==> src/rtl/rfc_pkg.sv <==
package rfc_pkg;

   typedef enum logic [4:0] {
      P_RW          = 5'd0,
      P_RO          = 5'd1,
      P_CONST       = 5'd2,
      P_RSV         = 5'd3,
      P_RDCLR       = 5'd4,
      P_RDSET       = 5'd5,
      P_WR_RDCLR    = 5'd6,
      P_WR_RDSET    = 5'd7,
      P_WCLR        = 5'd8,
      P_WSET        = 5'd9,
      P_WSET_RDCLR  = 5'd10,
      P_WCLR_RDSET  = 5'd11,
      P_B1CLR       = 5'd12,
      P_B1SET       = 5'd13,
      P_B1TGL       = 5'd14,
      P_B0CLR       = 5'd15,
      P_B0SET       = 5'd16,
      P_B0TGL       = 5'd17,
      P_B1SET_RDCLR = 5'd18,
      P_B1CLR_RDSET = 5'd19,
      P_B0SET_RDCLR = 5'd20,
      P_B0CLR_RDSET = 5'd21,
      P_WO          = 5'd22,
      P_WO_CLR      = 5'd23,
      P_WO_SET      = 5'd24,
      P_ONCE        = 5'd25,
      P_ONCE_WO     = 5'd26,
      P_PULSE1      = 5'd27,
      P_PULSE0      = 5'd28,
      P_HW_WINS     = 5'd29,
      P_SW_WINS     = 5'd30
   } pol_e;

   localparam int NUM_POL = 31;

   typedef enum logic [1:0] {RD_NONE, RD_CLEAR, RD_SET} rd_act_e;

   function automatic rd_act_e rd_action(pol_e p);
      case (p)
         P_RDCLR, P_WR_RDCLR, P_WSET_RDCLR,
         P_B1SET_RDCLR, P_B0SET_RDCLR:      return RD_CLEAR;
         P_RDSET, P_WR_RDSET, P_WCLR_RDSET,
         P_B1CLR_RDSET, P_B0CLR_RDSET:      return RD_SET;
         default:                           return RD_NONE;
      endcase
   endfunction

   function automatic bit rd_is_error(pol_e p);
      return p inside {P_WO, P_WO_CLR, P_WO_SET, P_ONCE_WO};
   endfunction

   function automatic bit no_storage(pol_e p);
      return p inside {P_RO, P_CONST, P_RSV, P_PULSE1, P_PULSE0};
   endfunction

   function automatic bit is_once(pol_e p);
      return p inside {P_ONCE, P_ONCE_WO};
   endfunction

   function automatic bit is_pulse(pol_e p);
      return p inside {P_PULSE1, P_PULSE0};
   endfunction

   function automatic bit is_hw(pol_e p);
      return p inside {P_HW_WINS, P_SW_WINS};
   endfunction

endpackage

==> src/rtl/rfc_wr_calc.sv <==
module rfc_wr_calc
   import rfc_pkg::*;
#(
   parameter int   WIDTH = 8,
   parameter pol_e POL   = P_RW
)(
   input  logic [WIDTH-1:0] cur,
   input  logic [WIDTH-1:0] wdata,
   output logic [WIDTH-1:0] nxt
);

   always_comb begin
      case (POL)
         P_RW, P_WR_RDCLR, P_WR_RDSET, P_WO,
         P_ONCE, P_ONCE_WO, P_HW_WINS, P_SW_WINS:  nxt = wdata;
         P_WCLR, P_WO_CLR, P_WCLR_RDSET:           nxt = '0;
         P_WSET, P_WO_SET, P_WSET_RDCLR:           nxt = '1;
         P_B1CLR, P_B1CLR_RDSET:                   nxt = cur & ~wdata;
         P_B1SET, P_B1SET_RDCLR:                   nxt = cur | wdata;
         P_B1TGL:                                  nxt = cur ^ wdata;
         P_B0CLR, P_B0CLR_RDSET:                   nxt = cur & wdata;
         P_B0SET, P_B0SET_RDCLR:                   nxt = cur | ~wdata;
         P_B0TGL:                                  nxt = cur ^ ~wdata;
         default:                                  nxt = cur;
      endcase
   end

endmodule

==> src/rtl/rfc_rd_calc.sv <==
module rfc_rd_calc
   import rfc_pkg::*;
#(
   parameter int   WIDTH = 8,
   parameter pol_e POL   = P_RW
)(
   input  logic             rd_fire,
   input  logic             wr_fire,
   output logic             apply,
   output logic [WIDTH-1:0] nxt
);

   localparam rd_act_e ACT = rd_action(POL);

   // a write in the same cycle suppresses the read action
   assign apply = rd_fire && !wr_fire && (ACT != RD_NONE);
   assign nxt   = (ACT == RD_SET) ? '1 : '0;

endmodule

==> src/rtl/rfc_field_cell.sv <==
module rfc_field_cell
   import rfc_pkg::*;
#(
   parameter int               WIDTH   = 8,
   parameter logic [WIDTH-1:0] RST_VAL = '0,
   parameter pol_e             POLICY  = P_HW_WINS
)(
   input  logic             clk,
   input  logic             rst_n,
   input  logic             hit,
   input  logic             wr_en,
   input  logic [WIDTH-1:0] wr_data,
   input  logic             rd_en,
   output logic [WIDTH-1:0] rd_data,
   output logic             rd_err,
   input  logic             hw_set,
   input  logic [WIDTH-1:0] hw_val,
   output logic [WIDTH-1:0] value,
   output logic [WIDTH-1:0] pulse
);

   localparam bit      WIRE_ONLY = no_storage(POLICY);
   localparam bit      ONCE      = is_once(POLICY);
   localparam bit      HWV       = is_hw(POLICY);
   localparam bit      ERR_RD    = rd_is_error(POLICY);
   localparam rd_act_e RACT      = rd_action(POLICY);

   if (WIDTH < 1) begin : g_chk_w
      $error("rfc_field_cell: WIDTH must be at least 1");
   end
   if (POLICY == P_RSV && RST_VAL != '0) begin : g_chk_rsv
      $error("rfc_field_cell: reserved field needs a zero reset value");
   end

   logic             wr_fire, rd_fire;
   logic [WIDTH-1:0] value_q, pulse_q, wnxt, rnxt;
   logic             rapply;

   assign wr_fire = hit && wr_en;
   assign rd_fire = hit && rd_en;

   rfc_wr_calc #(.WIDTH(WIDTH), .POL(POLICY)) u_wr (
      .cur   (value_q),
      .wdata (wr_data),
      .nxt   (wnxt)
   );

   rfc_rd_calc #(.WIDTH(WIDTH), .POL(POLICY)) u_rd (
      .rd_fire (rd_fire),
      .wr_fire (wr_fire),
      .apply   (rapply),
      .nxt     (rnxt)
   );

   if (WIRE_ONLY) begin : g_wire
      if (POLICY == P_RO) begin : g_ro
         assign value_q = hw_val;
      end else if (POLICY == P_CONST) begin : g_const
         assign value_q = RST_VAL;
      end else begin : g_zero
         assign value_q = '0;
      end

      if (is_pulse(POLICY)) begin : g_pulse
         logic [WIDTH-1:0] key;
         assign key = (POLICY == P_PULSE1) ? wr_data : ~wr_data;
         always_ff @(posedge clk) begin
            if (!rst_n)       pulse_q <= '0;
            else if (wr_fire) pulse_q <= key;
            else              pulse_q <= '0;
         end
         AST_PULSE_FROM_WRITE: assert property (@(posedge clk) disable iff (!rst_n)
            (|pulse_q) |-> $past(hit && wr_en));
      end else begin : g_nopulse
         assign pulse_q = '0;
      end
   end else begin : g_reg
      logic armed;

      always_ff @(posedge clk) begin
         if (!rst_n) begin
            value_q <= RST_VAL;
            armed   <= 1'b1;
         end else begin
            if (POLICY == P_HW_WINS) begin
               if (hw_set)       value_q <= hw_val;
               else if (wr_fire) value_q <= wnxt;
            end else if (POLICY == P_SW_WINS) begin
               if (wr_fire)      value_q <= wnxt;
               else if (hw_set)  value_q <= hw_val;
            end else if (wr_fire) begin
               if (!ONCE || armed) value_q <= wnxt;
            end else if (rapply) begin
               value_q <= rnxt;
            end
            if (wr_fire) armed <= 1'b0;
         end
      end

      assign pulse_q = '0;

      AST_IDLE_STABLE: assert property (@(posedge clk) disable iff (!rst_n)
         (!wr_fire && !rd_fire && !(HWV && hw_set)) |=> $stable(value_q));

      if (RACT == RD_CLEAR) begin : g_a_clr
         AST_READ_CLEARS: assert property (@(posedge clk) disable iff (!rst_n)
            (rd_fire && !wr_fire) |=> (value_q == '0));
      end
      if (RACT == RD_SET) begin : g_a_set
         AST_READ_SETS: assert property (@(posedge clk) disable iff (!rst_n)
            (rd_fire && !wr_fire) |=> (value_q == '1));
      end
      if (ONCE) begin : g_a_once
         AST_ONCE_LOCKED: assert property (@(posedge clk) disable iff (!rst_n)
            (!armed && wr_fire) |=> $stable(value_q));
      end
      if (POLICY == P_HW_WINS) begin : g_a_hw
         AST_HW_PRIORITY: assert property (@(posedge clk) disable iff (!rst_n)
            hw_set |=> (value_q == $past(hw_val)));
      end
      if (POLICY == P_SW_WINS) begin : g_a_sw
         AST_SW_PRIORITY: assert property (@(posedge clk) disable iff (!rst_n)
            (hit && wr_en) |=> (value_q == $past(wr_data)));
      end
   end

   assign value   = value_q;
   assign pulse   = pulse_q;
   assign rd_data = (rd_fire && !ERR_RD) ? value_q : '0;
   assign rd_err  = rd_fire && ERR_RD;

   AST_ERR_ONLY_ON_READ: assert property (@(posedge clk) disable iff (!rst_n)
      rd_err |-> (hit && rd_en));

endmodule

==> config.mk <==
export PLATFORM = sky130hd
export DESIGN_NAME = rfc_field_cell
export DESIGN_NICKNAME = d
export VERILOG_FILES = /design/src/rtl/rfc_pkg.sv /design/src/rtl/rfc_wr_calc.sv /design/src/rtl/rfc_rd_calc.sv /design/src/rtl/rfc_field_cell.sv
export SDC_FILE = /design/constraint.sdc
export NUM_CORES = 1
export LEC_CHECK = 0
export CORE_MARGIN = 1.5
export CORE_UTILIZATION = 28
export DETAILED_ROUTE_END_ITERATION = 7
export MAX_ROUTING_LAYER = met4
export PLACE_DENSITY = 0.76
export SLEW_MARGIN = 20
export SYNTH_ARGS = -nofsm -noshare
export SYNTH_HDL_FRONTEND = slang
export SYNTH_SLANG_ARGS = --single-unit
==> constraint.sdc <==
create_clock -name clk -period 1 [get_ports clk]
set_clock_uncertainty 0.2 [all_clocks]
set_input_delay 0.1 -clock clk [delete_from_list [all_inputs] [get_ports clk]]
set_output_delay 0.1 -clock clk [all_outputs]
set_load 0.03 [all_outputs]
# ---- Word-level counts from Yosys, hierarchy flattened
# Cells that the tools add are included.
dict set report totals {
  n_memories 0
  rom_bits 0
  latch_bits 0
  ff_bits 8
  mem_bits_rw 0
  wordCells 7
}
dict set report classes {
  multipliers 0
  n_div 0
  reduce_logical 3
  bitwise_logic 0
  magnitude_cmp 0
  shifts 0
  add_sub_neg 0
  mux 3
  eq_ne 0
}
# cell count
set op_table {}
lappend op_table {{2-to-1 mux 8 bit} 3}
lappend op_table {{logical AND 1 bit} 2}
lappend op_table {{nonzero test 2 bit} 1}

# ---- Depth between registers and ports, before layout
dict set report logic_depth {
  word_depth 3
  ltp_mapped 3
}

# ---- Hierarchy
# A second synthesis with hierarchy kept.
dict set report unflattened {
  hier_cells 71
  area_unflattened_um2 616.8
}
# module instances area_per_inst_um2 seq_area_each_um2 cells_per_inst
set modules_own_cells {}
lappend modules_own_cells {rfc_field_cell 1 556.8 160.2 63}
lappend modules_own_cells {rfc_wr_calc 1 60.1 0.0 8}

# ---- Least setup slack after synthesis
# Ideal clock, no wire load.
dict set report synth_timing {
  kind {register to register}
  start {register value[2] (netlist name)}
  end {register value_q[2], in the netlist value[2]}
  stages_incl_launch_ff 3
  synth_period_minus_slack_ns 1.180
  t_required_ns 0.678
  arrival_ns 0.858
  n_path_buf 0
  setup_slack_ns -0.180
  path_cell_list {dfxtp_1 a21boi_1 o311a_1}
}
# element line
set synth_lines {}
lappend synth_lines {{to (signal assigned)} rfc_field_cell.sv:86} ;# if (hw_set) value_q <= hw_val;
lappend synth_lines {{to (signal assigned)} rfc_field_cell.sv:87} ;# else if (wr_fire) value_q <= wnxt;
lappend synth_lines {{to (signal assigned)} rfc_field_cell.sv:89} ;# if (wr_fire) value_q <= wnxt;
lappend synth_lines {{to (decl)} rfc_field_cell.sv:36} ;# logic [WIDTH-1:0] value_q, pulse_q, wnxt, rnxt;

# ---- Worst setup path after layout
dict set report layout_timing {
  start {register value_q[0], in the netlist value[0]}
  end {output port rd_data[0]}
}
dict set report layout_via {
  elab_chain_len 1
}
# element line
set layout_lines {}
lappend layout_lines {{2-to-1 mux 8 bit} rfc_field_cell.sv:129} ;# assign rd_data = (rd_fire && !ERR_RD) ? value_q : '0;
lappend layout_lines {{to (decl)} rfc_field_cell.sv:14} ;# output logic [WIDTH-1:0] rd_data,
# No other way between the ends.

==> results.sh <==
export IMPL_dieHeight_um=47.8
export IMPL_die_w_um=47.8
export IMPL_power_internal_mw=0.701
export IMPL_setup_viol=24
export IMPL_synth_warnings=0
export IMPL_hp_start="hit"
export IMPL_fin_crit_ps=1190
export IMPL_path_class="flop to primary output"
export IMPL_leakage_nw=0.526
export IMPL_r2r_end="value[1]"
export IMPL_antenna_found_initial=0
export IMPL_fin_nets=134
export IMPL_wl_per_cell_um=12.3
export IMPL_routed_wl_mm=1.68
export IMPL_htree_levels=1
export IMPL_gp_congestion=0.693
export IMPL_switching_share=0.335
export IMPL_syn2layout_area_growth_pct=99.6
export IMPL_crit_required_ps=700
export IMPL_drc=0
export IMPL_worstPathCellList="and3_4 > buf_6"
export IMPL_dp_slack_ps=-578
export IMPL_ios=47
export IMPL_cp_start_kind="flop"
export IMPL_whs_endpoint="value[5]"
export IMPL_placed_area_um2=973
export IMPL_diodes=0
export IMPL_drtIter0Drc=4
export IMPL_cpPeakStageDelay_ps=350
export IMPL_cts_hold_buf=0
export IMPL_grt_usage=0.161
export IMPL_first_global_vias=565
export IMPL_whs_ps=138
export IMPL_worstPathArrival_ps=890
export IMPL_first_pass_iters=2
export IMPL_hpwl_mm=1.25
export IMPL_violations="setup timing"
export IMPL_peakVddDrop_uv=611
export IMPL_viasPerCell=4.59
export IMPL_reg2reg_slack_ps=-90
export IMPL_final_area_um2=1120
export IMPL_syn_cell_area_um2=563
export IMPL_largest_reg_flops=8
export IMPL_grt_max_degree=11
export IMPL_ctsRootBufferMaster="clkbuf_4"
export IMPL_clkSinkCount=8
export IMPL_cts_clk_slew_worst_paths_ps=60
export IMPL_syn_area_per_cell_um2=8.94
export IMPL_fin_ws_ps=-195
export IMPL_max_clock_freq_mhz=837
export IMPL_power_frac_seq=0.338
export IMPL_min_path_type="input port to flop"
export IMPL_start_util=0.293
export IMPL_die_area_um2=2290
export IMPL_status="finished with violations"
export IMPL_grt_pass1_wl_mm=2.45
export IMPL_p_comb_frac=0.415
export IMPL_synth_cell_types=11
export IMPL_layout_drive_gt1_share=0.536
export IMPL_ys_seq_area_frac=0.284
export IMPL_slew_viol_final=0
export IMPL_fill_cells=181
export IMPL_powerDensity_nw_per_um2=939
export IMPL_netlist_top_cells_area="dfxtp_1 28%, and3_1 16%, o311a_1 14%, buf_4 13%, a21boi_1 11%"
export IMPL_clk_insertion_delay_late_ps=260
export IMPL_netlist_instances=63
export IMPL_clock_path_buffers=2
export IMPL_finalHoldViolCount=0
export IMPL_power_share_clock=0.247
export IMPL_worstRegToRegCells=2
export IMPL_drv_cap=0
export IMPL_numPortBuffers=37
export IMPL_p_switching_mw=0.353
export IMPL_min_period_over_period=1.19
export IMPL_synth_top_area_share=0.284
export IMPL_vias=629
export IMPL_rsz0062_at_grt="true"
export IMPL_r2r_start="value[1]"
export IMPL_ys_ff_latch=8
export IMPL_antenna_left=0
export IMPL_synth_largest_area_cell="dfxtp_1"
export IMPL_crit_path_max_fanout=3
export IMPL_cts_tree="done"
export IMPL_grt_overflow_total=0
export IMPL_coreArea_um2=1920
export IMPL_row_count=16
export IMPL_crit_slowest_cell="dfxtp_4"
export IMPL_holdPathStages=3
export IMPL_crit_path_end_kind="primary output"
export IMPL_cts_buffers=3
-- critical path: cells and delay by family (launching register included) --
family                 cells  cell delay, ps
flip-flops                 1             350
buffers and inverters      1             120
AND/OR/NAND/NOR            1             170
-- how the worst max path moves through the flow --
stage          slack [ps]          to     start
2_1_floorplan        -100    value[0]  value[0]
6_report             -190  rd_data[0]  value[0]
5_1_grt              -230  rd_data[4]  value[4]
4_1_cts              -210  rd_data[0]  value[0]
3_5_place_dp         -580    value[1]       hit
3_3_place_gp         -550    value[3]       hit
-- area by class of cell --
cell class / instances / area (µm²) / area share
repair buffers: 50 / 480 / 0.428
clock buffers: 3 / 22.5 / 0.0200
flip-flops and latches: 8 / 190 / 0.169
well taps: 27 / 33.8 / 0.0301
multi-input cells: 49 / 397 / 0.353
-- repair_timing --
| item | CTS | global route |
|---|---|---|
| endpoints found under the setup margin | 24 | 24 |
| pin swaps | 0 | 0 |
| buffers inserted | 3 | 2 |
| cloned | 1 | 0 |
| gates resized for setup | 32 | 0 |
-- logic make-up (layout without fill, tap and decap cells) --
logic type             Yosys count  after routing  synth area share
buffers and inverters           14             53             0.189
DFF                              8              8             0.284
and+or+nand+nor                 24             24             0.271
other                            1              9           0.00666
AOI/OAI and AO/OA               16             16             0.249
-- per-layer routing --
layer,global-route usage,vias up,share of wire
met3,0.0491,2,0.089
met1,0.213,282,0.45
li1,-,311,-
met5,-,-,0
met2,0.224,34,0.46
met4,0.0649,0,0.0018
-- synthesized netlist by cell type (all sizes together) --
| master | number |
|---|---|
| a21boi | 8 |
| buf | 14 |
| dfxtp | 8 |
| conb | 1 |
| and3 | 16 |
| nand2b | 8 |
| o311a | 8 |
-- power by group through the flow --
stage / combinational (mW) / sequential, mW / clock, mW
after global routing: 0.466 / 0.360 / 0.287
after floorplan: 0.201 / 0.407 / 0
final: 0.438 / 0.357 / 0.260
after detailed placement: 0.388 / 0.362 / 0
after global placement: 0.383 / 0.361 / 0
after CTS: 0.428 / 0.359 / 0.275
-- metrics by stage --
step	utilization	total power, mW	TNS, ps	std cells
6_report	0.585	1.05	-2870	137
5_1_grt	0.585	1.11	-3530	137
4_1_cts	0.577	1.06	-2920	135
3_5_place_dp	0.507	0.750	-7750	128
3_3_place_gp	0.507	0.743	-7610	128
2_1_floorplan	-	0.609	-772	71
-- layout by cell type, fill, tap and decap left out --
cell type,n
o311a_1,8
and3_4,8
clkdlybuf4s50_1,17
buf_4,11
buf_2,2
nand2b_1,8
and3_1,6
clkbuf_4,3
conb_1,9
dlygate4sd2_1,3
buf_6,17
dfxtp_4,8
a21boi_2,8
and3_2,2
No activity file was read; power rests on OpenSTA's default activity.
